[config.mk]
export PLATFORM = sky130hd
export DESIGN_NAME = rot_rename_unit
export DESIGN_NICKNAME = d
export VERILOG_FILES = /design/src/rtl/rrn_pkg.sv /design/src/rtl/rrn_size_reg.sv /design/src/rtl/rrn_region.sv /design/src/rtl/rrn_loop_ctrl.sv /design/src/rtl/rot_rename_unit.sv
export SDC_FILE = /design/constraint.sdc
export NUM_CORES = 1
export LEC_CHECK = 0
export ABC_AREA = 1
export BUFFER_PORTS_ARGS = -buffer_cell sky130_fd_sc_hd__buf_4
export CORE_MARGIN = 2
export CORE_UTILIZATION = 61
export CTS_CLUSTER_SIZE = 25
export DETAILED_ROUTE_END_ITERATION = 6
export PLACE_DENSITY = 0.8
export SKIP_LAST_GASP = 1
export SYNTH_ARGS = -nofsm -noshare
export SYNTH_HDL_FRONTEND = slang
export SYNTH_HIERARCHICAL = 1
export SYNTH_SLANG_ARGS = --single-unit
[constraint.sdc]
create_clock -name clk -period 5 [get_ports clk]
set_clock_uncertainty 0.15 [all_clocks]
set_input_delay 1 -clock clk [delete_from_list [all_inputs] [get_ports clk]]
set_output_delay 1 -clock clk [all_outputs]
set_load 0.02 [all_outputs]
[src/rtl/rrn_pkg.sv]
package rrn_pkg;
  localparam int GR_COUNT  = 128;
  localparam int FR_COUNT  = 128;
  localparam int PR_COUNT  = 64;
  localparam int GR_START  = 32;
  localparam int FR_START  = 32;
  localparam int PR_START  = 16;
  localparam int SPAN_STEP = 8;
  localparam int LC_W      = 16;
  localparam int SIZE_W    = 8;
endpackage

[src/rtl/rrn_size_reg.sv]
module rrn_size_reg #(
  parameter int SIZE_W   = 8,
  parameter int SPAN_W   = 7,
  parameter int MAX_SPAN = 96,
  parameter int STEP     = 8
) (
  input  logic              clk,
  input  logic              rst_n,
  input  logic              wr,
  input  logic [SIZE_W-1:0] val,
  output logic [SPAN_W-1:0] span
);
  localparam int LOW_BITS = $clog2(STEP);

  logic [SIZE_W-1:0] limited;
  logic [SIZE_W-1:0] rounded;

  always_comb begin
    if (val > SIZE_W'(MAX_SPAN)) limited = SIZE_W'(MAX_SPAN);
    else                         limited = val;
    rounded = limited;
    rounded[LOW_BITS-1:0] = '0;
  end

  always_ff @(posedge clk) begin
    if (!rst_n)  span <= '0;
    else if (wr) span <= rounded[SPAN_W-1:0];
  end
endmodule

[src/rtl/rrn_region.sv]
module rrn_region #(
  parameter int IDX_W = 7,
  parameter int START = 32
) (
  input  logic             clk,
  input  logic             rst_n,
  input  logic [IDX_W-1:0] span,
  input  logic             rot,
  input  logic             clr,
  input  logic [IDX_W-1:0] log_idx,
  output logic [IDX_W-1:0] phys_idx,
  output logic [IDX_W-1:0] base_o
);
  logic [IDX_W-1:0] base_q;
  logic [IDX_W-1:0] off;
  logic [IDX_W:0]   sum;
  logic [IDX_W:0]   wrapped;
  logic [IDX_W-1:0] base_inc;

  assign base_inc = base_q + 1'b1;
  assign base_o   = base_q;

  always_ff @(posedge clk) begin
    if (!rst_n)                    base_q <= '0;
    else if (clr)                  base_q <= '0;
    else if (rot && span != '0)    base_q <= (base_inc >= span) ? '0 : base_inc;
  end

  always_comb begin
    off      = log_idx - IDX_W'(START);
    sum      = {1'b0, off} + {1'b0, base_q};
    wrapped  = (sum >= {1'b0, span}) ? sum - {1'b0, span} : sum;
    phys_idx = log_idx;
    if (log_idx >= IDX_W'(START) && off < span)
      phys_idx = IDX_W'(START) + wrapped[IDX_W-1:0];
  end
endmodule

[src/rtl/rrn_loop_ctrl.sv]
module rrn_loop_ctrl #(
  parameter int LC_W = 16
) (
  input  logic            clk,
  input  logic            rst_n,
  input  logic            lc_wr,
  input  logic [LC_W-1:0] lc_val,
  input  logic            loop_br,
  output logic [LC_W-1:0] lc_q,
  output logic            done,
  output logic            taken
);
  logic nz;
  assign nz = (lc_q != '0);

  always_ff @(posedge clk) begin
    if (!rst_n) begin
      lc_q  <= '0;
      done  <= 1'b0;
      taken <= 1'b0;
    end else begin
      done  <= loop_br;
      taken <= loop_br && nz;
      if (lc_wr)              lc_q <= lc_val;
      else if (loop_br && nz) lc_q <= lc_q - 1'b1;
    end
  end
endmodule

[src/rtl/rot_rename_unit.sv]
module rot_rename_unit
  import rrn_pkg::*;
#(
  parameter int GR_W = $clog2(GR_COUNT),
  parameter int FR_W = $clog2(FR_COUNT),
  parameter int PR_W = $clog2(PR_COUNT)
) (
  input  logic              clk,
  input  logic              rst_n,
  input  logic              gr_size_wr,
  input  logic [SIZE_W-1:0] gr_size_val,
  input  logic              lc_wr,
  input  logic [LC_W-1:0]   lc_val,
  input  logic              loop_br,
  input  logic [GR_W-1:0]   gr_log_idx,
  output logic [GR_W-1:0]   gr_phys_idx,
  input  logic [FR_W-1:0]   fr_log_idx,
  output logic [FR_W-1:0]   fr_phys_idx,
  input  logic [PR_W-1:0]   pr_log_idx,
  output logic [PR_W-1:0]   pr_phys_idx,
  output logic              br_done,
  output logic              br_taken
);
  localparam int GR_MAX = GR_COUNT - GR_START;
  localparam int FR_MAX = FR_COUNT - FR_START;
  localparam int PR_MAX = PR_COUNT - PR_START;

  logic [GR_W-1:0] gr_span;
  logic [GR_W-1:0] gr_base;
  logic [FR_W-1:0] fr_base;
  logic [PR_W-1:0] pr_base;
  logic [LC_W-1:0] lc_q;

  rrn_size_reg #(.SIZE_W(SIZE_W), .SPAN_W(GR_W), .MAX_SPAN(GR_MAX), .STEP(SPAN_STEP)) u_size (
    .clk(clk), .rst_n(rst_n), .wr(gr_size_wr), .val(gr_size_val), .span(gr_span));

  rrn_region #(.IDX_W(GR_W), .START(GR_START)) u_gr (
    .clk(clk), .rst_n(rst_n), .span(gr_span), .rot(loop_br), .clr(gr_size_wr),
    .log_idx(gr_log_idx), .phys_idx(gr_phys_idx), .base_o(gr_base));

  rrn_region #(.IDX_W(FR_W), .START(FR_START)) u_fr (
    .clk(clk), .rst_n(rst_n), .span(FR_W'(FR_MAX)), .rot(loop_br), .clr(1'b0),
    .log_idx(fr_log_idx), .phys_idx(fr_phys_idx), .base_o(fr_base));

  rrn_region #(.IDX_W(PR_W), .START(PR_START)) u_pr (
    .clk(clk), .rst_n(rst_n), .span(PR_W'(PR_MAX)), .rot(loop_br), .clr(1'b0),
    .log_idx(pr_log_idx), .phys_idx(pr_phys_idx), .base_o(pr_base));

  rrn_loop_ctrl #(.LC_W(LC_W)) u_loop (
    .clk(clk), .rst_n(rst_n), .lc_wr(lc_wr), .lc_val(lc_val), .loop_br(loop_br),
    .lc_q(lc_q), .done(br_done), .taken(br_taken));
endmodule

## Word level (Yosys, flattened, before mapping)

Index checks and enable logic that the tools add are counted.
Widths: inputs -> output; s select.

| storage, ports and cells | value |
|---|---|
| register bits after elaboration | 42 |
| input port bits | 49 |

| operators by class | value |
|---|---|
| $add $sub $neg | 16 |
| mux-type cells | 12 |
| reductions and logical operators | 9 |
| order comparisons | 13 |
| bitwise logic cells | 1 |

Operator list:

| operator | number |
|---|---|
| $mux 7 | 7 |
| $mux 16 | 2 |
| $ge 7x6->1 const B | 3 |
| $mux 6 | 3 |
| $add 7x7->8 | 2 |
| $reduce_bool 16->1 | 1 |
| $sub 16x1->16 const B | 1 |
| $add 6x7->7 const A | 2 |
| $add 7x1->7 const B | 2 |
| $sub 7x6->7 const B | 2 |
| $ge 8x7->1 | 1 |
| $ge 8x7->1 const B | 1 |
| $gt 8x7->1 const B | 1 |
| $add 6x6->7 | 1 |
| $ge 7x7->1 | 1 |
| $ge 7x7->1 const B | 1 |
| $lt 7x7->1 | 1 |
| $lt 7x7->1 const B | 1 |
| $reduce_bool 7->1 | 1 |
| $sub 7x7->7 | 1 |
| $sub 7x7->7 const B | 1 |
| $add 5x6->6 const A | 1 |
| $add 6x1->6 const B | 1 |
| $ge 6x5->1 const B | 1 |
| other kinds (8) | 12 |

## Logic depth before layout (Yosys ltp)

Gate-level depths: netlist of run 1.

| logic depth | value |
|---|---|
| word-level depth | 6 |
| gate-level depth with buffers | 21 |
| gate-level depth less buffers | 21 |

## Hierarchy

The synthesis of run 1 kept the hierarchy.

Modules (own cells, without submodules):

| module | times used | cells an instance | area each (µm²) | seq. area each (µm²) |
|---|---|---|---|---|
| rrn_region (u_fr ...) | 2 | 261 | 1655.3 | 140.1 |
| rrn_region (u_pr) | 1 | 217 | 1350.0 | 120.1 |
| rrn_loop_ctrl | 1 | 204 | 1218.7 | 360.3 |
| rrn_size_reg | 1 | 37 | 231.5 | 80.1 |
| rot_rename_unit | 1 | 2 | 7.5 | 0.0 |

## Worst setup path before layout of run 1

Ideal clock, no wire load.

| path | value |
|---|---|
| path kind | input-to-output |
| start point | input port gr_log_idx[0] |
| end point | output port gr_phys_idx[3] |
| data arrival time | 3.465 ns |
| stages on the path | 16 |
| data required time | 3.850 ns |
| setup slack | 0.385 ns |
| buffers on the path | 1 |
| path through | ha_1 fa_1 a21oi_1 xor2_1 inv_1 ha_1 nand2_2 clkinv_2 a21oi_4 nand3_2 nand2_4 nand2_4 buf_6 nand2_1 o21ai_1 o21ai_1 |

| on the way | value |
|---|---|
| longest elaborated chain between the ends | 6 |

RTL lines:

| element | line | RTL |
|---|---|---|
| start, declared | rot_rename_unit.sv:15 | `input logic [GR_W-1:0] gr_log_idx,` |
| $sub 7x6->7 | rrn_region.sv:30 | `off = log_idx - IDX_W'(START);` |
| $add 7x7->8 | rrn_region.sv:31 | `sum = {1'b0, off} + {1'b0, base_q};` |
| $sub 7x7->7 / $ge 8x7->1 (equally long branches) | rrn_region.sv:32 | `wrapped = (sum >= {1'b0, span}) ? sum - {1'b0, span} : sum;` |
| $mux 7 | rrn_region.sv:32 |  |
| $add 6x7->7 | rrn_region.sv:35 | `phys_idx = IDX_W'(START) + wrapped[IDX_W-1:0];` |
| $mux 7 * | rrn_region.sv:34 | `if (log_idx >= IDX_W'(START) && off < span)` |
| end, declared | rot_rename_unit.sv:16 | `output logic [GR_W-1:0] gr_phys_idx,` |

Every way passes the cells marked *; elsewhere a longest branch is shown, timed or not.

## Worst setup path after layout of run 1

| path | value |
|---|---|
| start point | input port gr_log_idx[0] |
| end point | output port gr_phys_idx[6] |

The elaborated chain is that of the path after synthesis.

==> Implementation_results.wiki, run 1 <==
{| class="wikitable"
! Metric !! Value
|-
| Run status || completed
|-
| Detailed-route wire length per cell || 11.71 um
|-
| DRT antenna net count || 0
|-
| Total power of the final layout || 1.297 mW
|-
| DRT iter0 DRCs || 279
|-
| Antenna violations before repair || 0
|-
| Count of state elements after synthesis || 42
|-
| Actual transition at the worst max-transition pin || 0.6578 ns
|-
| Fin. Hold Viols || 0
|-
| Total number of vias || 6288
|-
| Top-level I/O count || 71
|-
| Fmax || 210.1 MHz
|-
| Setup Slack @ Placement || 0.1976 ns
|-
| Share of final-layout standard cells stronger than drive strength 1 || 13.22%
|-
| Most common cell after layout, fill and taps aside || nand2_1
|-
| Starting Density || 62.60%
|-
| Cell at the root of the clock tree || clkbuf_8
|-
| Total Nets Final || 1212
|-
| Type of destination of the critical path || output pin
|-
| Commonest non-fill, non-tap cells in the layout || 287 x nand2_1, 142 x inv_1, 83 x ha_1, 82 x nand3_1, 70 x buf_4
|-
| Asr flop ratio synth || 0%
|-
| Global route overflow || 0
|-
| Clock Power Share || 17.5%
|-
| Number of sinks handled by clock tree synthesis || 42
|-
| Hold buffers post-CTS || 0
|-
| Total negative slack for setup checks || 0 ns
|-
| Overall track demand over capacity in global routing || 26.18%
|-
| EDFF count, synth || 0
|-
| Setup crit start kind || input pin
|-
| Relative slew margins || 56.10%
|-
| Total net switching power || 561.5 uW
|-
| Number of cell rows || 36
|-
| Worst path setup slack after routing || 0.2410 ns
|-
| Most common flop cell mapped by yosys || dfxtp_1
|-
| Antenna diode instance count || 0
|-
| Core Area || 9774 um^2
|-
| Number of iterations in the first detailed-routing pass || 5
|-
| Time the final worst path needs with I/O delays and setup || 4.759 ns
|-
| Yosys warnings || 6
|-
| TritonCTS clock tree || built
|-
| CTS Buffer Depth || 2
|-
| VDD IR max || 0.1980 mV
|-
| Count of cell types in the netlist || 42
|-
| Vias in the first global route || 5671
|-
| CP Class || in -> out
|-
| Detailed Route WL || 14130 um
|-
| Post-placement cell area || 6809 um^2
|-
| Sequential share of power || 28.4%
|-
| Hpwl dp || 11570 um
|-
| Final-layout fill cell count || 937
|-
| Total DRC errors in the routed layout || 0
|-
| Number of max-slew violations in the final report || 0
|-
| Maximum fanout count along the critical path || 13
|-
| Static leakage power || 3.823 nW
|-
| Data required time of the critical path || 3.85 ns
|-
| Switching part of the total power || 43.29%
|-
| Design Area, Final || 6930 um^2
|-
| Combinational share of power || 54.0%
|-
| Post-synthesis instance area || 6118 um^2
|-
| Die Height || 104.2 um
|-
| Final weighted congestion of routability-driven global placement || 0.9146
|-
| Total of buffers placed on input and output ports || 70
|-
| Clock latency on the worst-skew pair || 0.30 ns
|-
| Maximum level of the CTS H-tree || 2
|-
| Layout overhead on the synthesized area || 13.27%
|-
| Proportion of synthesized chip area in sequential cells || 13.74%
|-
| Int Power || 735.5 uW
|-
| RSZ-0062 raised after global routing || no
|-
| CTS buffer count || 5
|-
| Avg Inst Size Synth || 6.231 um^2
|-
| Crit share post-route || 95.18%
|-
| Maxcap violations || 0
|-
| Data arrival time at the worst-slack endpoint || 3.61 ns
|-
| Die X-Extent || 104.2 um
|-
| Pin count of the biggest net entering global routing || 23
|-
| Clock transition at the registers of the reported paths || 0.08 ns
|-
| Final Setup Violations || 0
|-
| Wire length of the first global-routing pass || 24420 um
|-
| Post-Syn Instances || 982
|-
| Min-Delay Path Class || reg -> reg
|-
| Post-detailed-route via-to-cell ratio || 5.210
|-
| Overall die area || 10850 um^2
|-
| Power Dens Cells || 187.1 nW/um^2
|-
| Tightest hold margin || 0.3593 ns
|}
==> final timing paths <==
| check | from | endpoint | slack [ns] | depth (start not counted) |
|---|---|---|---|---|
| worst max-delay path | gr_log_idx[0] | gr_phys_idx[6] | 0.24 | 19 |
| worst min-delay path | u_gr/base_o[6] | u_gr/base_o[6] | 0.36 | 2 |
| worst max register to register | u_gr/base_o[0] | u_gr/base_o[5] | 2.41 | 11 |
| worst min register to register | u_gr/base_o[6] | u_gr/base_o[6] | 0.36 | 2 |
==> power groups by stage <==
| stage | Clock, mW | Sequential [mW] | Combinational, mW |
|---|---|---|---|
| detailed placement | 0 | 0.376 | 0.684 |
| global route | 0.247 | 0.372 | 0.791 |
| floorplan | 0 | 0.372 | 0.518 |
| CTS | 0.230 | 0.369 | 0.686 |
| finish | 0.227 | 0.369 | 0.701 |
| global placement | 0 | 0.376 | 0.677 |
==> synth_stat cells, types with 2 or more instances <==
master / number / area, um^2
a21oi_4: 2 / 32.53
clkbuf_1: 2 / 7.510
o21a_1: 6 / 45.04
nor2_2: 7 / 43.79
a21oi_2: 2 / 17.52
nor2_4: 2 / 22.52
buf_6: 5 / 56.30
nand4_1: 21 / 131.4
buf_4: 3 / 22.52
nor2_8: 2 / 40.04
nor3_1: 13 / 65.06
nand2_1: 287 / 1077
nand3b_1: 9 / 67.56
clkinv_2: 2 / 10.01
a31oi_1: 7 / 43.79
dfxtp_1: 42 / 840.8
nand3_2: 4 / 40.04
a21boi_0: 2 / 15.01
nand4_2: 2 / 25.02
nor2_1: 57 / 214.0
a21boi_2: 2 / 22.52
o211ai_1: 3 / 22.52
ha_1: 84 / 1051
fa_1: 6 / 120.1
nand2_4: 6 / 67.56
o21ai_0: 16 / 80.08
nand2_2: 23 / 143.9
a21oi_1: 61 / 305.3
xor2_1: 24 / 210.2
conb_1: 3 / 11.26
nor4_1: 4 / 25.02
xnor2_1: 9 / 78.83
o21ai_1: 25 / 125.1
inv_2: 4 / 15.01
buf_2: 4 / 20.02
inv_1: 142 / 533.0
nand3_1: 82 / 410.4
o21bai_1: 3 / 22.52
==> worst max-delay path, stage by stage <==
cell and delay [ns]:
buf_4 0.12, ha_1 0.23, fa_2 0.39, a21oi_2 0.16, xor2_1 0.19, inv_1 0.09, ha_1 0.34, nand2_2 0.08
clkinv_2 0.08, a21oi_4 0.17, nand3_2 0.10, nand2_4 0.11, nand2_4 0.10, nand2_1 0.08, nand2_1 0.06, nand2_1 0.06
nand3_1 0.07, nand2_1 0.06, buf_4 0.13
==> layer usage <==
metal	routed length, um	share of wire [%]	up-vias	GRT usage, %
met2	6654	47	147	46.29
met4	140	0.99	0	4.923
met3	596	4.2	14	3.008
met1	6736	48	2778	34.55
li1	-	-	3349	-
met5	0	0	-	0
==> state kept, by name (all words and copies together), names as in the netlist <==
name          flops
u_size/span       4
u_pr/base_o       6
u_loop/taken      1
u_loop/lc_q      16
u_gr/base_o       7
u_fr/base_o       7
u_loop/done       1
==> cells by family (layout without fill, tap and decap cells) <==
| family | Yosys count | count (layout) | share of synthesized area [%] |
|---|---|---|---|
| flip-flops | 42 | 42 | 13.74 |
| XOR/XNOR | 33 | 33 | 4.724 |
| other | 3 | 31 | 0.1840 |
| AND/OR/NAND/NOR | 521 | 521 | 39.06 |
| adder cells (fa/ha/maj) | 90 | 90 | 19.14 |
| buffers and inverters | 162 | 226 | 10.86 |
| AO/OA/AOI/OAI | 131 | 131 | 12.29 |
==> through the flow <==
stage	util, %	instances
floorplan	-	1010
global placement	69.66	1199
detailed placement	69.66	1199
CTS	70.60	1207
global route	70.90	1207
finish	70.90	1207
==> what timing repair did <==
action / 4_1_cts / 5_1_grt
setup buffers: 0 / 0
resized for setup: 0 / 5
endpoints found under the setup margin: 0 / 6
==> layout make-up <==
cell class                      count  area, um^2  area share [%]
Sequential cell                    42       840.8           12.13
Tap cell                          133       166.4           2.401
Clock inverter                      1       5.005         0.07222
Timing Repair Buffer               70       525.5           7.583
Inverter                          148       558.0           8.052
Clock buffer                        7       86.33           1.246
Multi-Input combinational cell    806        4748           68.51
(Power assumes the default switching activity.)
==> run 2: changes to the inputs <==
CORE_MARGIN = not set   (was 2)
==> run 2 against run 1 <==
Worst hold slack worse by 0.00052 ns. Die area shrank 3.8%. Fmax is 1.1% lower. Wire length fell by 0.18%. Setup slack worse by 0.055 ns. Non-clock buffer count is the same. Clock power barely moved. Global-route usage is 1.8 points higher. Count of clock-buffer cells in the layout unchanged. Register-to-register slack got worse by 0.07 ns. Critical path type unchanged. Highest routed layer unchanged.
==> Implementation_results.wiki, run 2 (synthesis results as in run 1) <==
{| class="wikitable"
! Metric !! Value
|-
| Number of cell rows || 36 (unchanged)
|-
| Hpwl dp || 11670 um (+0.86%)
|-
| Data required time of the critical path || 3.85 ns (about the same)
|-
| CP Cell Sequence || buf_4 -> ha_1 -> fa_1 -> a21oi_1 -> xor2_1 -> inv_1 -> ha_1 -> nand2_2 -> clkinv_2 -> a21oi_4 -> nand3_2 -> nand2_4 -> nand2_4 -> nand2_1 -> nand2_1 -> nand2_1 -> nand3_1 -> nand2_1 -> buf_4
|-
| Final-layout fill cell count || 953 (+1.7%)
|-
| Vias in the first global route || 5539 (-2.3%)
|-
| Number of buffers added for setup after CTS || 0 (unchanged)
|-
| Number of max-slew violations in the final report || 0 (unchanged)
|-
| Most common cell after layout, fill and taps aside || nand2_1
|-
| Clock latency on the worst-skew pair || 0.29 ns (about the same)
|-
| Wire length of the first global-routing pass || 23870 um (-2.3%)
|-
| Clock transition at the registers of the reported paths || 0.08 ns (about the same)
|-
| Global Route met2 Usage || 48.94% (+2.7 points)
|-
| Area occupied by registers || 840.8 um^2 (unchanged)
|-
| Maxcap violations || 0 (unchanged)
|-
| Cell at the root of the clock tree || clkbuf_8
|-
| Fmax || 207.7 MHz (-1.1%)
|-
| VDD IR max || 0.2134 mV (+7.8%)
|-
| Pin count of the biggest net entering global routing || 23 (unchanged)
|-
| Detailed Route WL || 14100 um (-0.18%)
|-
| Total DRC errors in the routed layout || 0 (unchanged)
|-
| Design Area, Final || 6912 um^2 (-0.27%)
|-
| Post-detailed-route via-to-cell ratio || 5.156 (-1.0%)
|-
| Overall die area || 10430 um^2 (-3.8%)
|-
| Type of destination of the critical path || output pin
|-
| Global route overflow || 0 (unchanged)
|-
| Total Nets Final || 1212 (unchanged)
|-
| Actual transition at the worst max-transition pin || 0.6802 ns (+0.02241 ns)
|-
| Top-level I/O count || 71 (unchanged)
|-
| Layout overhead on the synthesized area || 12.97%
|-
| Antenna diode instance count || 0 (unchanged)
|-
| Starting Density || 62.89% (+0.29 points)
|-
| Share of final-layout standard cells stronger than drive strength 1 || 12.94% (-0.28 points)
|-
| Final Setup Violations || 0 (unchanged)
|-
| GRT busiest layer || met2
|-
| RSZ-0062 raised after global routing || no
|-
| Data arrival time at the worst-slack endpoint || 3.66 ns (+0.05 ns)
|-
| Total power of the final layout || 1.297 mW (about the same)
|-
| Relative slew margins || 54.60% (-1.5 points)
|-
| Commonest non-fill, non-tap cells in the layout || 287 x nand2_1, 142 x inv_1, 84 x ha_1, 82 x nand3_1, 70 x buf_4
|-
| Number of sinks handled by clock tree synthesis || 42 (unchanged)
|-
| Setup crit start kind || input pin
|-
| CTS Buffer Depth || 2 (unchanged)
|-
| Static leakage power || 3.824 nW (about the same)
|-
| TritonCTS clock tree || built
|-
| Fin. Hold Viols || 0 (unchanged)
|-
| Flip-flop count of the largest register, all copies and words added || 16 (unchanged)
|-
| Post-CTS resize count || 0 (unchanged)
|-
| Antenna violations before repair || 0 (unchanged)
|-
| Power Dens Cells || 187.6 nW/um^2 (+0.27%)
|-
| Total number of vias || 6223 (-1.0%)
|-
| Core Area || 9729 um^2 (-0.46%)
|-
| CP Class || in -> out
|-
| Total negative slack for setup checks || 0 ns (unchanged)
|-
| Detailed-route wire length per cell || 11.68 um (-0.18%)
|-
| Biggest cell delay along the critical path || 0.43 ns (+0.04 ns)
|-
| Largest Register || u_loop/lc_q
|-
| DRT iter0 DRCs || 212 (-24%)
|-
| Time the final worst path needs with I/O delays and setup || 4.814 ns (+0.05479 ns)
|-
| Die Height || 102.2 um (-1.9%)
|-
| Run status || completed
|-
| Hold buffers post-CTS || 0 (unchanged)
|-
| Maximum level of the CTS H-tree || 2 (unchanged)
|-
| Min-Delay Path Class || reg -> reg
|-
| Global routing usage on met1 || 37.64% (+3.1 points)
|-
| Total area of multi-input combinational cells || 4730 um^2 (-0.40%)
|-
| DRT antenna net count || 0 (unchanged)
|-
| Slowest stage cell on the critical path || fa_1
|-
| Crit share post-route || 96.28% (+1.1 points)
|-
| Cell type with the highest occurrence count on the critical path || nand2_1
|-
| Total of buffers placed on input and output ports || 70 (unchanged)
|-
| Post-placement cell area || 6809 um^2 (unchanged)
|-
| CTS buffer count || 5 (unchanged)
|-
| GR Util met3 || 2.873% (-0.13 points)
|-
| Overall track demand over capacity in global routing || 27.95% (+1.8 points)
|-
| Die X-Extent || 102.2 um (-1.9%)
|-
| Final weighted congestion of routability-driven global placement || 0.8744 (-4.4%)
|-
| Number of iterations in the first detailed-routing pass || 4 (-1)
|-
| Maximum fanout count along the critical path || 13 (unchanged)
|-
| Tightest hold margin || 0.3588 ns (-0.0005200 ns)
|}
-- run 2: path summary, 6_finish.rpt --
| check | startpoint | to | slack (ns) | cells after the start |
|---|---|---|---|---|
| setup / recovery | gr_log_idx[0] | gr_phys_idx[6] | 0.19 | 19 |
| hold / removal | u_loop/lc_q[0] | u_loop/lc_q[0] | 0.36 | 2 |
| setup reg to reg | u_gr/base_o[0] | u_gr/base_o[2] | 2.34 | 11 |
| hold reg to reg | u_loop/lc_q[0] | u_loop/lc_q[0] | 0.36 | 2 |
-- run 2: area by class of cell --
class,count,share of cell area (%)
Multi-Input combinational cell,806,68.43
Sequential cell,42,12.17
Inverter,148,8.074
Timing Repair Buffer,70,7.603
Tap cell,133,2.408
Clock buffer,7,1.249
Clock inverter,1,0.07241
-- run 2: layer usage --
metal | wire [um] | share of wire (%) | vias to the layer above
li1 | - | - | 3343
met4 | 90 | 0.64 | 0
met5 | 0 | 0 | -
met3 | 582 | 4.1 | 9
met2 | 6646 | 47 | 123
met1 | 6783 | 48 | 2748
-- run 2: metrics by stage --
stage / worst slack, ns / util (%) / instances
finish: 0.1862 / 71.04 / 1207
global route: 0.008394 / 71.04 / 1207
CTS: 0.1691 / 70.92 / 1207
detailed placement: 0.1761 / 69.98 / 1199
global placement: 0.2578 / 69.98 / 1199
floorplan: 0.3849 / - / 1010
-- run 2: power by group --
group	leakage (nW)	internal (mW)	total [mW]	switching, mW
sequential	0.344	0.350	0.369	0.0190
combinational	3.43	0.273	0.701	0.428
clock	0.0482	0.112	0.227	0.115
total	3.82	0.734	1.30	0.563
-- run 2: worst max-delay path, delay by kind of cell --
family          cells  cell delay (ns)
compound gates      2             0.36
xor+xnor            1             0.16
fa+ha+maj           3             0.99
buf+inv             4             0.42
simple gates        9             0.73
==> run 3: changes to the inputs <==
--- a/config.mk
+++ b/config.mk
@@ -13,2 +13,3 @@
 export PLACE_DENSITY = 0.8
+export RECOVER_POWER = 25
 export SKIP_LAST_GASP = 1
--- a/constraint.sdc
+++ b/constraint.sdc
@@ -4,2 +4,2 @@
 set_output_delay 1 -clock clk [all_outputs]
-set_load 0.02 [all_outputs]
+set_load 0.1 [all_outputs]
==> run 3 against run 2 <==
Sequential share of layout area decreased by 0.29 points. Core utilization is 1.7 points higher. Clock power decreased by 8.8%. Largest power group unchanged. Worst hold slack worse by 0.0027 ns. Global-route usage down 0.16 points. Critical endpoint unchanged.
==> Implementation_results.wiki, run 3 (synthesis results as in run 1) <==
{| class="wikitable"
! Metric !! Value
|-
| Run status || completed
|-
| DRT antenna net count || 0 (unchanged)
|-
| Detailed Route WL || 14370 um (+1.9%)
|-
| Relative slew margins || 22.49% (-32 points)
|-
| Cell at the root of the clock tree || clkbuf_8
|-
| CTS Buffer Depth || 2 (unchanged)
|-
| Type of destination of the critical path || output pin
|-
| Power Dens Cells || 222.0 nW/um^2 (+18%)
|-
| Final weighted congestion of routability-driven global placement || 0.8922 (+2.0%)
|-
| Slowest stage cell on the critical path || fa_1
|-
| Maxcap violations || 0 (unchanged)
|-
| Clock latency on the worst-skew pair || 0.30 ns (about the same)
|-
| Data arrival time at the worst-slack endpoint || 3.73 ns (+0.07 ns)
|-
| Core Area || 9729 um^2 (unchanged)
|-
| Biggest cell delay along the critical path || 0.42 ns (about the same)
|-
| Clock transition at the registers of the reported paths || 0.08 ns (about the same)
|-
| Sequential share of power || 23.5% (-5.0 points)
|-
| Fin. Hold Viols || 0 (unchanged)
|-
| Total negative slack for setup checks || 0 ns (unchanged)
|-
| Setup Slack @ Placement || 0.02288 ns (-0.1532 ns)
|-
| Number of cells on the worst reg-to-reg path || 11 (unchanged)
|-
| Tightest hold margin || 0.3561 ns (-0.002700 ns)
|-
| Data required time of the critical path || 3.85 ns (about the same)
|-
| Total number of vias || 6292 (+1.1%)
|-
| Layout overhead on the synthesized area || 15.69%
|-
| Total DRC errors in the routed layout || 0 (unchanged)
|-
| Cell type with the highest occurrence count on the critical path || nand2_1
|-
| Setup crit start kind || input pin
|-
| Maximum fanout count along the critical path || 13 (unchanged)
|-
| Flip-flop count of the largest register, all copies and words added || 16 (unchanged)
|-
| Switching part of the total power || 51.90% (+8.5 points)
|-
| Hold buffers post-CTS || 0 (unchanged)
|-
| Final-layout fill cell count || 917 (-3.8%)
|-
| Worst hold stages || 2 (unchanged)
|-
| Clock Power Share || 13.2% (-4.3 points)
|-
| Buffers & Inverters on Critical Path || 3 (-1)
|-
| Actual transition at the worst max-transition pin || 1.168 ns (+0.4875 ns)
|-
| Number of cell rows || 36 (unchanged)
|-
| Wire length of the first global-routing pass || 23600 um (-1.1%)
|-
| CP Class || in -> out
|-
| Combinational share of power || 63.3% (+9.3 points)
|-
| Die X-Extent || 102.2 um (unchanged)
|-
| TritonCTS clock tree || built
|-
| Static leakage power || 3.857 nW (+0.86%)
|-
| Final Setup Violations || 0 (unchanged)
|-
| CTS buffer count || 5 (unchanged)
|-
| Design Area, Final || 7078 um^2 (+2.4%)
|-
| Total Nets Final || 1214 (+0.17%)
|-
| Vias in the first global route || 5471 (-1.2%)
|-
| Largest Register || u_loop/lc_q
|-
| Number of cells on the critical path || 18 (-1)
|-
| Crit share post-route || 97.61% (+1.3 points)
|-
| Maximum level of the CTS H-tree || 2 (unchanged)
|-
| Commonest non-fill, non-tap cells in the layout || 289 x nand2_1, 142 x inv_1, 82 x nand3_1, 80 x ha_1, 60 x buf_4
|-
| Total net switching power || 815.7 uW (+45%)
|-
| VDD IR max || 0.2129 mV (-0.26%)
|-
| Die Height || 102.2 um (unchanged)
|-
| DRT iter0 DRCs || 211 (-0.47%)
|-
| Time the final worst path needs with I/O delays and setup || 4.881 ns (+0.06691 ns)
|-
| Post-placement cell area || 6915 um^2 (+1.6%)
|-
| Overall track demand over capacity in global routing || 27.79% (-0.16 points)
|-
| Worst path setup slack after routing || 0.1193 ns (-0.06691 ns)
|-
| Post-detailed-route via-to-cell ratio || 5.209 (+1.0%)
|-
| Int Power || 755.9 uW (+2.9%)
|-
| Overall die area || 10430 um^2 (unchanged)
|-
| Total power of the final layout || 1.572 mW (+21%)
|-
| Pin count of the biggest net entering global routing || 23 (unchanged)
|-
| Most common cell after layout, fill and taps aside || nand2_1
|-
| Share of final-layout standard cells stronger than drive strength 1 || 14.42% (+1.5 points)
|-
| Detailed-route wire length per cell || 11.90 um (+1.8%)
|-
| Min-Delay Path Class || reg -> reg
|-
| Antenna violations before repair || 0 (unchanged)
|-
| Number of sinks handled by clock tree synthesis || 42 (unchanged)
|-
| Starting Density || 62.89% (unchanged)
|-
| Top-level I/O count || 71 (unchanged)
|-
| Number of max-slew violations in the final report || 0 (unchanged)
|-
| Hpwl dp || 11700 um (+0.25%)
|-
| Total of buffers placed on input and output ports || 70 (unchanged)
|-
| Global route overflow || 0 (unchanged)
|-
| Fmax || 204.9 MHz (-1.4%)
|-
| Number of iterations in the first detailed-routing pass || 4 (unchanged)
|-
| CP Cell Sequence || buf_4 -> ha_1 -> fa_1 -> buf_4 -> xor2_1 -> ha_2 -> nand2_1 -> nor2_1 -> nand2_1 -> nand3_2 -> nand2_4 -> nand2_4 -> nand2_1 -> nand2_1 -> nand2_1 -> nand3_1 -> nand2_2 -> buf_12
|-
| Family with the most delay on the worst path || adder cells
|-
| Antenna diode instance count || 0 (unchanged)
|}
==> run 3: power by group through the flow <==
stage | Clock (mW) | Combinational (mW) | Sequential [mW]
global route | 0.227 | 1.08 | 0.372
finish | 0.207 | 0.996 | 0.369
global placement | 0 | 0.937 | 0.376
CTS | 0.214 | 0.951 | 0.369
floorplan | 0 | 0.771 | 0.378
detailed placement | 0 | 0.947 | 0.376
==> run 3: what timing repair did <==
item,4_1_cts,5_1_grt
setup buffers,0,0
resized for setup,0,25
hold endpoints to repair,0,0
endpoints found under the setup margin,0,20
==> run 3: worst paths after layout <==
check                       from             end  slack, ns
hold reg to reg   u_gr/base_o[6]  u_gr/base_o[6]       0.36
setup / recovery   gr_log_idx[0]  gr_phys_idx[6]       0.12
setup reg to reg  u_gr/base_o[0]  u_gr/base_o[2]       2.40
hold / removal    u_gr/base_o[6]  u_gr/base_o[6]       0.36
==> run 3: stage by stage <==
step | utilization (%) | instances
after floorplan | - | 1010
after global placement | 71.08 | 1201
after detailed placement | 71.08 | 1201
after CTS | 71.89 | 1208
after global routing | 72.75 | 1208
final | 72.75 | 1208
==> run 3: layer usage <==
| metal | part of all wire, % | track usage (%) | vias up |
|---|---|---|---|
| met4 | 1.1 | 6.044 | 0 |
| li1 | - | - | 3353 |
| met1 | 46 | 36.25 | 2789 |
| met2 | 48 | 49.04 | 137 |
| met5 | 0 | 0 | - |
| met3 | 5.0 | 3.283 | 13 |
==> run 3: final cells by class <==
type                       instances  area, um^2  share of cell area [%]
clock buffer                       5       68.82                  0.9722
clock inverter                     2       10.01                  0.1414
inverter                         148       558.0                   7.884
multi-input combinational        806        4841                   68.39
sequential                        42       840.8                   11.88
tap                              133       166.4                   2.351
timing repair buffer              72       593.1                   8.379
==> run 3: worst min-delay path: cells and delay by family, from the launching register on <==
family	cells	cell delay (ns)
compound gates	1	0.06
simple gates	1	0.07
flops	1	0.34
